## config.mk

```make
export PLATFORM = sky130hd
export DESIGN_NAME = cfg_fetch_engine
export DESIGN_NICKNAME = d
export VERILOG_FILES = /design/src/rtl/cfg_fetch_pkg.sv /design/src/rtl/cfg_desc_table.sv /design/src/rtl/cfg_slot_writer.sv /design/src/rtl/cfg_fetch_engine.sv
export SDC_FILE = /design/constraint.sdc
export NUM_CORES = 1
export LEC_CHECK = 0
export ABC_AREA = 1
export CAP_MARGIN = 20
export CORE_MARGIN = 4
export CORE_UTILIZATION = 38
export CTS_CLUSTER_DIAMETER = 50
export CTS_CLUSTER_SIZE = 24
export DETAILED_ROUTE_END_ITERATION = 8
export GPL_TIMING_DRIVEN = 1
export PLACE_DENSITY = 0.77
export SYNTH_ARGS = -nofsm -noshare
export SYNTH_HDL_FRONTEND = slang
export SYNTH_SLANG_ARGS = --single-unit
```

## constraint.sdc

```tcl
create_clock -name clk_i -period 2.22 [get_ports clk_i]
set_clock_uncertainty 0.1 [all_clocks]
set_input_delay 0.444 -clock clk_i [delete_from_list [all_inputs] [get_ports clk_i]]
set_output_delay 0.444 -clock clk_i [all_outputs]
set_load 0.02 [all_outputs]
```

## src/rtl/cfg_fetch_pkg.sv

```systemverilog
package cfg_fetch_pkg;
  localparam int PKT_W  = 32;
  localparam int ADDR_W = 8;
  localparam int DATA_W = 30;

  typedef enum logic [1:0] {
    PK_NONE = 2'b00,
    PK_REQ  = 2'b01,
    PK_MOVE = 2'b10,
    PK_DATA = 2'b11
  } pkt_kind_e;

  typedef enum logic [2:0] {
    ST_IDLE,
    ST_ISSUE,
    ST_WAIT_HDR,
    ST_RECV,
    ST_FINISH
  } fetch_state_e;
endpackage

```

## src/rtl/cfg_desc_table.sv

```systemverilog
module cfg_desc_table
  import cfg_fetch_pkg::*;
#(
  parameter int NUM_CFG   = 8,
  parameter int MAX_SLOTS = 3,
  parameter int SLOT_LEN  = 4,
  parameter int ID_W      = 3,
  parameter int SC_W      = 2
) (
  input  logic [ID_W-1:0]   id_i,
  output logic [SC_W-1:0]   slots_o,
  output logic [ADDR_W-1:0] src_o,
  output logic [ADDR_W-1:0] dst_o
);
  logic [SC_W-1:0]   slots_tab [NUM_CFG];
  logic [ADDR_W-1:0] src_tab   [NUM_CFG];
  logic [ADDR_W-1:0] dst_tab   [NUM_CFG];

  for (genvar g = 0; g < NUM_CFG; g++) begin : g_ent
    assign slots_tab[g] = SC_W'(g % (MAX_SLOTS + 1));
    assign src_tab[g]   = ADDR_W'(g * MAX_SLOTS);
    assign dst_tab[g]   = ADDR_W'(g * MAX_SLOTS * SLOT_LEN);
  end

  assign slots_o = slots_tab[id_i];
  assign src_o   = src_tab[id_i];
  assign dst_o   = dst_tab[id_i];
endmodule

```

## src/rtl/cfg_slot_writer.sv

```systemverilog
module cfg_slot_writer
  import cfg_fetch_pkg::*;
#(
  parameter int SLOT_LEN = 4,
  parameter int WC_W     = 2
) (
  input  logic              clk_i,
  input  logic              rst_ni,
  input  logic              arm_i,
  input  logic [ADDR_W-1:0] base_i,
  input  logic              word_vld_i,
  input  logic [DATA_W-1:0] word_i,
  output logic              last_o,
  output logic              mem_we_o,
  output logic [ADDR_W-1:0] mem_addr_o,
  output logic [DATA_W-1:0] mem_wdata_o
);
  logic [ADDR_W-1:0] ptr_q;
  logic [WC_W-1:0]   cnt_q;

  assign last_o = word_vld_i && (cnt_q == WC_W'(SLOT_LEN - 1));

  always_ff @(posedge clk_i or negedge rst_ni) begin
    if (!rst_ni) begin
      ptr_q       <= '0;
      cnt_q       <= '0;
      mem_we_o    <= 1'b0;
      mem_addr_o  <= '0;
      mem_wdata_o <= '0;
    end else begin
      mem_we_o <= word_vld_i;
      if (arm_i) begin
        ptr_q <= base_i;
        cnt_q <= '0;
      end else if (word_vld_i) begin
        ptr_q       <= ptr_q + 1'b1;
        cnt_q       <= cnt_q + 1'b1;
        mem_addr_o  <= ptr_q;
        mem_wdata_o <= word_i;
      end
    end
  end
endmodule

```

## src/rtl/cfg_fetch_engine.sv

```systemverilog
module cfg_fetch_engine
  import cfg_fetch_pkg::*;
#(
  parameter int NUM_CFG   = 8,
  parameter int MAX_SLOTS = 3,
  parameter int SLOT_LEN  = 4,
  localparam int ID_W     = (NUM_CFG > 1) ? $clog2(NUM_CFG) : 1,
  localparam int SC_W     = $clog2(MAX_SLOTS + 1),
  localparam int WC_W     = (SLOT_LEN > 1) ? $clog2(SLOT_LEN) : 1
) (
  input  logic              clk_i,
  input  logic              rst_ni,
  input  logic              req_valid_i,
  input  logic [ID_W-1:0]   req_id_i,
  output logic              pkt_out_valid_o,
  output logic [PKT_W-1:0]  pkt_out_data_o,
  input  logic              pkt_in_valid_i,
  input  logic [PKT_W-1:0]  pkt_in_data_i,
  output logic              mem_we_o,
  output logic [ADDR_W-1:0] mem_addr_o,
  output logic [DATA_W-1:0] mem_wdata_o,
  output logic              busy_o,
  output logic              done_o,
  output logic              err_o,
  output logic              loaded_vld_o,
  output logic [ID_W-1:0]   loaded_id_o
);
  fetch_state_e      state_q;
  logic [ID_W-1:0]   cur_id_q;
  logic [SC_W-1:0]   slots_q, slot_idx_q;
  logic [ADDR_W-1:0] src_q, dst_q;
  logic              err_q;

  logic [SC_W-1:0]   d_slots;
  logic [ADDR_W-1:0] d_src, d_dst;
  pkt_kind_e         in_kind;
  logic              hdr_ok, word_vld, word_last, arm;

  cfg_desc_table #(
    .NUM_CFG(NUM_CFG), .MAX_SLOTS(MAX_SLOTS), .SLOT_LEN(SLOT_LEN),
    .ID_W(ID_W), .SC_W(SC_W)
  ) u_desc (
    .id_i(req_id_i), .slots_o(d_slots), .src_o(d_src), .dst_o(d_dst)
  );

  assign in_kind  = pkt_kind_e'(pkt_in_data_i[31:30]);
  assign hdr_ok   = (in_kind == PK_MOVE) && (pkt_in_data_i[7:0] == 8'(SLOT_LEN));
  assign arm      = (state_q == ST_WAIT_HDR) && pkt_in_valid_i && hdr_ok;
  assign word_vld = (state_q == ST_RECV) && pkt_in_valid_i && (in_kind == PK_DATA);

  cfg_slot_writer #(.SLOT_LEN(SLOT_LEN), .WC_W(WC_W)) u_wr (
    .clk_i(clk_i), .rst_ni(rst_ni),
    .arm_i(arm), .base_i(pkt_in_data_i[15:8]),
    .word_vld_i(word_vld), .word_i(pkt_in_data_i[DATA_W-1:0]),
    .last_o(word_last),
    .mem_we_o(mem_we_o), .mem_addr_o(mem_addr_o), .mem_wdata_o(mem_wdata_o)
  );

  always_ff @(posedge clk_i or negedge rst_ni) begin
    if (!rst_ni) begin
      state_q      <= ST_IDLE;
      cur_id_q     <= '0;
      slots_q      <= '0;
      slot_idx_q   <= '0;
      src_q        <= '0;
      dst_q        <= '0;
      err_q        <= 1'b0;
      loaded_vld_o <= 1'b0;
      loaded_id_o  <= '0;
    end else begin
      err_q <= 1'b0;
      unique case (state_q)
        ST_IDLE: if (req_valid_i) begin
          if (loaded_vld_o && req_id_i == loaded_id_o) begin
            state_q <= ST_FINISH;
          end else if (d_slots == '0) begin
            state_q      <= ST_FINISH;
            loaded_vld_o <= 1'b1;
            loaded_id_o  <= req_id_i;
          end else begin
            state_q      <= ST_ISSUE;
            loaded_vld_o <= 1'b0;  // local memory is about to be overwritten
            cur_id_q     <= req_id_i;
            slots_q      <= d_slots;
            slot_idx_q   <= '0;
            src_q        <= d_src;
            dst_q        <= d_dst;
          end
        end
        ST_ISSUE: state_q <= ST_WAIT_HDR;
        ST_WAIT_HDR: if (pkt_in_valid_i) begin
          if (hdr_ok) state_q <= ST_RECV;
          else begin
            state_q <= ST_IDLE;
            err_q   <= 1'b1;
          end
        end
        ST_RECV: if (pkt_in_valid_i) begin
          if (in_kind != PK_DATA) begin
            state_q <= ST_IDLE;
            err_q   <= 1'b1;
          end else if (word_last) begin
            if (slot_idx_q == slots_q - SC_W'(1)) begin
              state_q      <= ST_FINISH;
              loaded_vld_o <= 1'b1;
              loaded_id_o  <= cur_id_q;
            end else begin
              state_q    <= ST_ISSUE;
              slot_idx_q <= slot_idx_q + SC_W'(1);
              src_q      <= src_q + 1'b1;
              dst_q      <= dst_q + ADDR_W'(SLOT_LEN);
            end
          end
        end
        ST_FINISH: state_q <= ST_IDLE;
        default:   state_q <= ST_IDLE;
      endcase
    end
  end

  assign pkt_out_valid_o = (state_q == ST_ISSUE);
  assign pkt_out_data_o  = pkt_out_valid_o ? {PK_REQ, 6'b0, src_q, dst_q, 8'b0} : '0;
  assign busy_o          = (state_q == ST_ISSUE) || (state_q == ST_WAIT_HDR) || (state_q == ST_RECV);
  assign done_o          = (state_q == ST_FINISH);
  assign err_o           = err_q;
endmodule

```

; ---- Yosys cells after proc, flatten, opt, wreduce, memory -nomap -nowiden
; Memories as Yosys holds them, arrays and structs flattened.
; Cells that the tools add are included.
[op_classes]
n_reduce_logical = 19
n_eq_ne = 22
bitwise = 4
mul = 0
mux = 66
order_cmp = 1
add_sub_neg = 6
n_shift = 0
div = 0
[op_table]
columns = op, count
row1 = $mux W8, 20
row2 = $mux W3, 15
row3 = $pmux W8 S2, 2
row4 = $mux W31, 1
row5 = $mux W2, 12
row6 = $ne A2 B2 Y1 const B, 9
row7 = $add A8 B1 Y8 const B, 2
row8 = $reduce_and A8 Y1, 2
row9 = $pmux W3 S4, 1
row10 = $mux W1, 11
row11 = $add A8 B3 Y8 const B, 1
row12 = $eq A8 B3 Y1 const B, 1
row13 = $reduce_and A4 Y1, 2
row14 = $logic_and A1 B1 Y1, 7
row15 = $reduce_and A7 Y1, 1
row16 = $eq A2 B2 Y1 const B, 3
row17 = $eq A3 B2 Y1 const B, 2
row18 = $pmux W3 S2, 1
row19 = $add A2 B1 Y2 const B, 2
row20 = $ge A4 B4 Y1 const B, 1
row21 = $ne A2 B1 Y1 const B, 2
row22 = $not A3 Y4, 1
row23 = $pmux W1 S2, 2
row24 = $pmux W2 S2, 1
row25 = 12 further kinds, 16
[totals]
mem_count = 3
rom_bits = 144
register_bits = 80
in_bits = 39
output_inout_bits = 79
ram_bits = 0
latchBits = 0
[mem_list]
columns = memory, depth, word_bits, read_ports, rd_ports_with_merged_regs, write_ports, line
row1 = (name not given), 8, 8, 1, 0, 0, cfg_desc_table.sv:27  ; assign dst_o = dst_tab[id_i];
row2 = (name not given), 8, 8, 1, 0, 0, cfg_desc_table.sv:26  ; assign src_o = src_tab[id_i];
row3 = (name not given), 8, 2, 1, 0, 0, cfg_desc_table.sv:25  ; assign slots_o = slots_tab[id_i];

; ---- Longest topological paths before layout
[logic_depth]
word_depth = 9
mapped_depth = 12
ltp_nobuf = 11

; ---- Hierarchy
; Synthesis repeated with hierarchy kept, for this count alone.
[hier_totals]
hier_cells = 625
hier_area_um2 = 4528.1
[by_module_without_submodules]
columns = module, instances, cells_per_inst, area_per_inst_um2
row1 = cfg_fetch_engine, 1, 360, 2290.9
row2 = cfg_slot_writer, 1, 234, 2042.0
row3 = cfg_desc_table, 1, 31, 195.2

; ---- Worst setup path before layout
; No wires, ideal clock.
[synth_timing]
kind = register to output
from = reg state_q[2]
to = out pkt_out_data_o[14]
stages_incl_launch_ff = 6
n_path_buf = 2
slack_ps = -215
t_arrival_ps = 1891
path_cell_list = dfrtp_1 > buf_6 > nor3_1 > inv_1 > clkbuf_1 > nor2_1
[synth_via]
elab_chain_len = 2
[synth_rtl]
columns = item, line
row1 = from (decl), cfg_fetch_engine.sv:28  ; fetch_state_e state_q;
row2 = from (signal assigned), cfg_fetch_engine.sv:61  ; state_q <= ST_IDLE;
row3 = from (signal assigned), cfg_fetch_engine.sv:75  ; state_q <= ST_FINISH;
row4 = from (signal assigned), cfg_fetch_engine.sv:77  ; state_q <= ST_FINISH;
row5 = $eq A3 B1 Y1, cfg_fetch_engine.sv:121  ; assign pkt_out_valid_o = (state_q == ST_ISSUE);
row6 = via pkt_out_valid_o, cfg_fetch_engine.sv:15  ; output logic pkt_out_valid_o,
row7 = $mux W31, cfg_fetch_engine.sv:122  ; assign pkt_out_data_o = pkt_out_valid_o ? {PK_REQ, 6'b0, src_q, dst_q, 8'b0} : '0;
row8 = to (decl), cfg_fetch_engine.sv:16  ; output logic [PKT_W-1:0] pkt_out_data_o,
; The timed path passes the listed nets, and every way through them passes these cells.

; ---- Worst setup path after layout
[layout_timing]
from = reg state_q[1]
to = out pkt_out_data_o[11]
[layout_via]
elab_chain_len = 2
[layout_rtl]
columns = item, line
row1 = $eq A3 B1 Y1, cfg_fetch_engine.sv:121
row2 = $mux W31, cfg_fetch_engine.sv:122
; No other way between the ends.

==> impl_metrics.csv <==
group,metric,value,unit
detailed_routing,met1Wirelength,4530,um
clocking,clock-sinks,76,
detailed_routing,met3_wirelength,692,um
finish,layout.nets,724,
setup_path,setup.worst_path.start,"state_q[1]",
setup_path,cp-end-kind,"output pin",
setup_path,crit_chain,"nor3_2, inv_2, nor2_1, dlygate4sd2_1",
sta,post-route-period-util,95.5,%
yosys,ys_warn_count,0,
worst_hold_path,hold_path.startpoint,"u_wr.mem_wdata_o[17]",
setup_path,r2r-start,"state_q[2]",
global_routing,overflow,0,
yosys,yosysTopAreaCell,"dfrtp_1",
clocking,clock_latency,0.36,ns
sta,fin_crit,2.12,ns
floorplanning,initial_core_util,38.9,%
detailed_routing,met2_length,5230,um
setup_path,path_delay_family,"buffers and inverters",
setup_path,start_kind,"flip-flop",
sta,drv_slew,0,
global_routing,grt_max_degree,47,
yosys,yosys-top-cells-count,"nand2_1 (206), dfrtp_1 (76), nand3_1 (55)",
finish,syn_to_final_growth,32.4,%
detailed_routing,dr_total_vias,3902,
worst_hold_path,worstHoldPathType,"flip-flop to flip-flop",
setup_path,crit_fanout,14,
setup_path,critPathMaxStageDelay,0.39,ns
power_and_ir_drop,vdd_drop_max,546,uV
sta,finalSetupViolations,0,
setup_path,path_class,"flip-flop to output pin",
placed_design,portBuffers,100,
run_status,run_status,"finished clean",
global_routing,grt_antenna_before_repair,0,
yosys,synth-simple-area-share,35.7,%
yosys,synth_fa_ha_area_share,2.38,%
yosys,async_reset_ff_share,100,%
floorplanning,die_area,0.0128,mm^2
detailed_routing,drt-total-wl,10600,um
yosys,synth_top_area_share,45.1,%
sta,hold_viol_final,0,
floorplanning,core_region_area,0.0108,mm^2
clocking,h-tree-depth,3,
detailed_routing,avgRoutedWirePerCell,12.9,um
yosys,synth_xor_area_share,1.45,%
power_and_ir_drop,seqPwrFrac,34.9,%
finish,num_antenna_cells,0,
floorplanning,die_w,113,um
clocking,cts_buffers,9,
yosys,synth_area,0.00421,mm^2
power_and_ir_drop,p_switching,2.68,mW
floorplanning,die_h,113,um
setup_path,cp_data_arrival_time,1.58,ns
power_and_ir_drop,p_int,3.66,mW
yosys,ys_seq_elements,76,
power_and_ir_drop,leakage,2.88,nW
yosys,synth_edf_count,0,
sta,final.setup.tns,0,ns
clocking,tritoncts,"done",
clocking,path_clk_slew,0.08,ns
clocking,cts_max_path_buffers,2,
yosys,synth.yosys.seq_area_share,45.1,%
detailed_routing,top_layer_used,"met4",
power_and_ir_drop,power.total,6.34,mW
global_routing,first_global_vias,3857,
power_and_ir_drop,pwr-share-comb,48.1,%
power_and_ir_drop,clockPowerShare,17.0,%
sta,hold_ws,0.383,ns
detailed_routing,ant_nets,0,
clocking,post_cts.repair.setup_buffers,0,
setup_path,cp.required,1.68,ns
power_and_ir_drop,p_per_area,1140,mW/mm^2
yosys,avgSynthCellArea,7.47,um^2
detailed_routing,firstDrtPassIters,4,
placed_design,dp_hpwl,7990,um
yosys,yosysMostFrequentCell,"nand2_1",
sta,rsz0062_at_grt,"false",
yosys,synth_compound_gate_area_share,4.51,%
yosys,synth_ff_type,"dfrtp_1",
placed_design,gp_congestion,0.860,
yosys,muxShareOfSynthArea,0,%
detailed_routing,viasPerCell,4.75,
yosys,synth_cell_types,29,
global_routing,track_usage,17.1,%
floorplanning,ioPinCount,118,
power_and_ir_drop,swShare,42.3,%
finish,layout-drive-gt1-share,9.25,%
detailed_routing,first_iter_violations,280,
setup_path,critPathBufInv,2,
floorplanning,rows,38,
yosys,synthCells,564,
setup_path,crit_slowest_cell,"dfrtp_1",
yosys,synth_top_family_by_area,"simple AND/OR/NAND/NOR gates",
sta,max_freq,472,MHz
flow_run,cap_violations,0,
detailed_routing,drc,0,
yosys,ys_top_cells_by_area,"dfrtp_1 (45%), nand2_1 (18%), nand3_1 (6.5%), inv_1 (4.4%), nor2_1 (4.2%)",
global_routing,grt_pass1_wl,18100,um
clocking,cts-root-buf,"clkbuf_8",
## state kept, by name, indices dropped and copies added, names as in the netlist, 2 cells and up
name and cells:
u_wr.mem_wdata_o 30, src_q 8, u_wr.mem_addr_o 8, u_wr.ptr_q 8, dst_q 6, cur_id_q 3, loaded_id_o 3, state_q 3
slot_idx_q 2, u_wr.cnt_q 2
## power by group through the flow
stage	registers, mW	logic, mW	clock network, mW
CTS	2.22	3.09	1.11
global placement	2.22	3.06	0
detailed placement	2.23	3.12	0
finish	2.22	3.05	1.08
floorplan	2.55	1.51	0
global route	2.28	3.37	1.16
## cells by family after synthesis
| group | count (synthesis) |
|---|---|
| flip-flops | 76 |
| other | 1 |
| adder cells (fa/ha/maj) | 8 |
| AO/OA/AOI/OAI | 37 |
| buffers and inverters | 92 |
| AND/OR/NAND/NOR | 343 |
| XOR/XNOR | 7 |
## through the flow
stage / area [um^2] / util [%] / setup WS (ns) / std cells
detailed placement: 5390 / 49.8 / 0.0802 / 805
finish: 5580 / 51.5 / 0.101 / 821
floorplan: 4280 / - / 0.0694 / 580
CTS: 5580 / 51.5 / 0.0574 / 821
global placement: 5390 / 49.8 / 0.116 / 805
global route: 5580 / 51.5 / 0.000103 / 821
## cells in the final DEF, fill, tap and decap left out, types with 8 or more instances in the layout
cell,n
o21ai_0,24
clkdlybuf4s50_1,81
inv_2,8
nand2_1,205
dlygate4sd2_1,14
clkbuf_8,10
dfrtp_1,76
nand4_1,14
ha_1,8
buf_4,19
nor2_1,47
nand3_1,55
conb_1,17
inv_1,48
## worst min-delay path: cells and delay by family (launching register included)
kind             cells  cell delay [ns]
flip-flops           1             0.35
AND/OR/NAND/NOR      2             0.10
## per-layer routing
| layer | track usage [%] | vias to the layer above |
|---|---|---|
| met5 | 0 | - |
| met4 | 5.61 | 0 |
| met3 | 5.35 | 12 |
| met2 | 29.2 | 117 |
| met1 | 20.6 | 1807 |
| li1 | - | 1966 |
## repair_timing
| item | CTS | global route |
|---|---|---|
| gates resized for setup | 19 | 5 |
| endpoints found under the setup margin | 18 | 4 |
| hold buffers | 1 | 0 |
| endpoints found under the hold margin | 30 | 0 |
| gates cloned | 0 | 0 |
## final cells by class
cell class | instances | area [um^2]
well taps | 140 | 175
clock inverters | 5 | 61.3
inverters | 57 | 216
fillers | 1038 | 5260
repair buffers | 121 | 1160
multi-input cells | 412 | 1930
flip-flops and latches | 76 | 1900
clock buffers | 10 | 138
## worst paths after layout
| check | end | slack (ns) | cells past startpoint |
|---|---|---|---|
| worst max-delay path | pkt_out_data_o[11] | 0.10 | 4 |
| worst min-delay path | u_wr.mem_wdata_o[17] | 0.38 | 2 |
| worst max register to register | u_wr.ptr_q[6] | 0.32 | 8 |
| worst min register to register | u_wr.mem_wdata_o[17] | 0.38 | 2 |
| max in group asynchronous | u_wr.cnt_q[0] | 0.97 | 3 |
| min in group asynchronous | u_wr.mem_wdata_o[0] | 0.47 | 2 |
No activity file was read; power rests on OpenSTA's default activity.
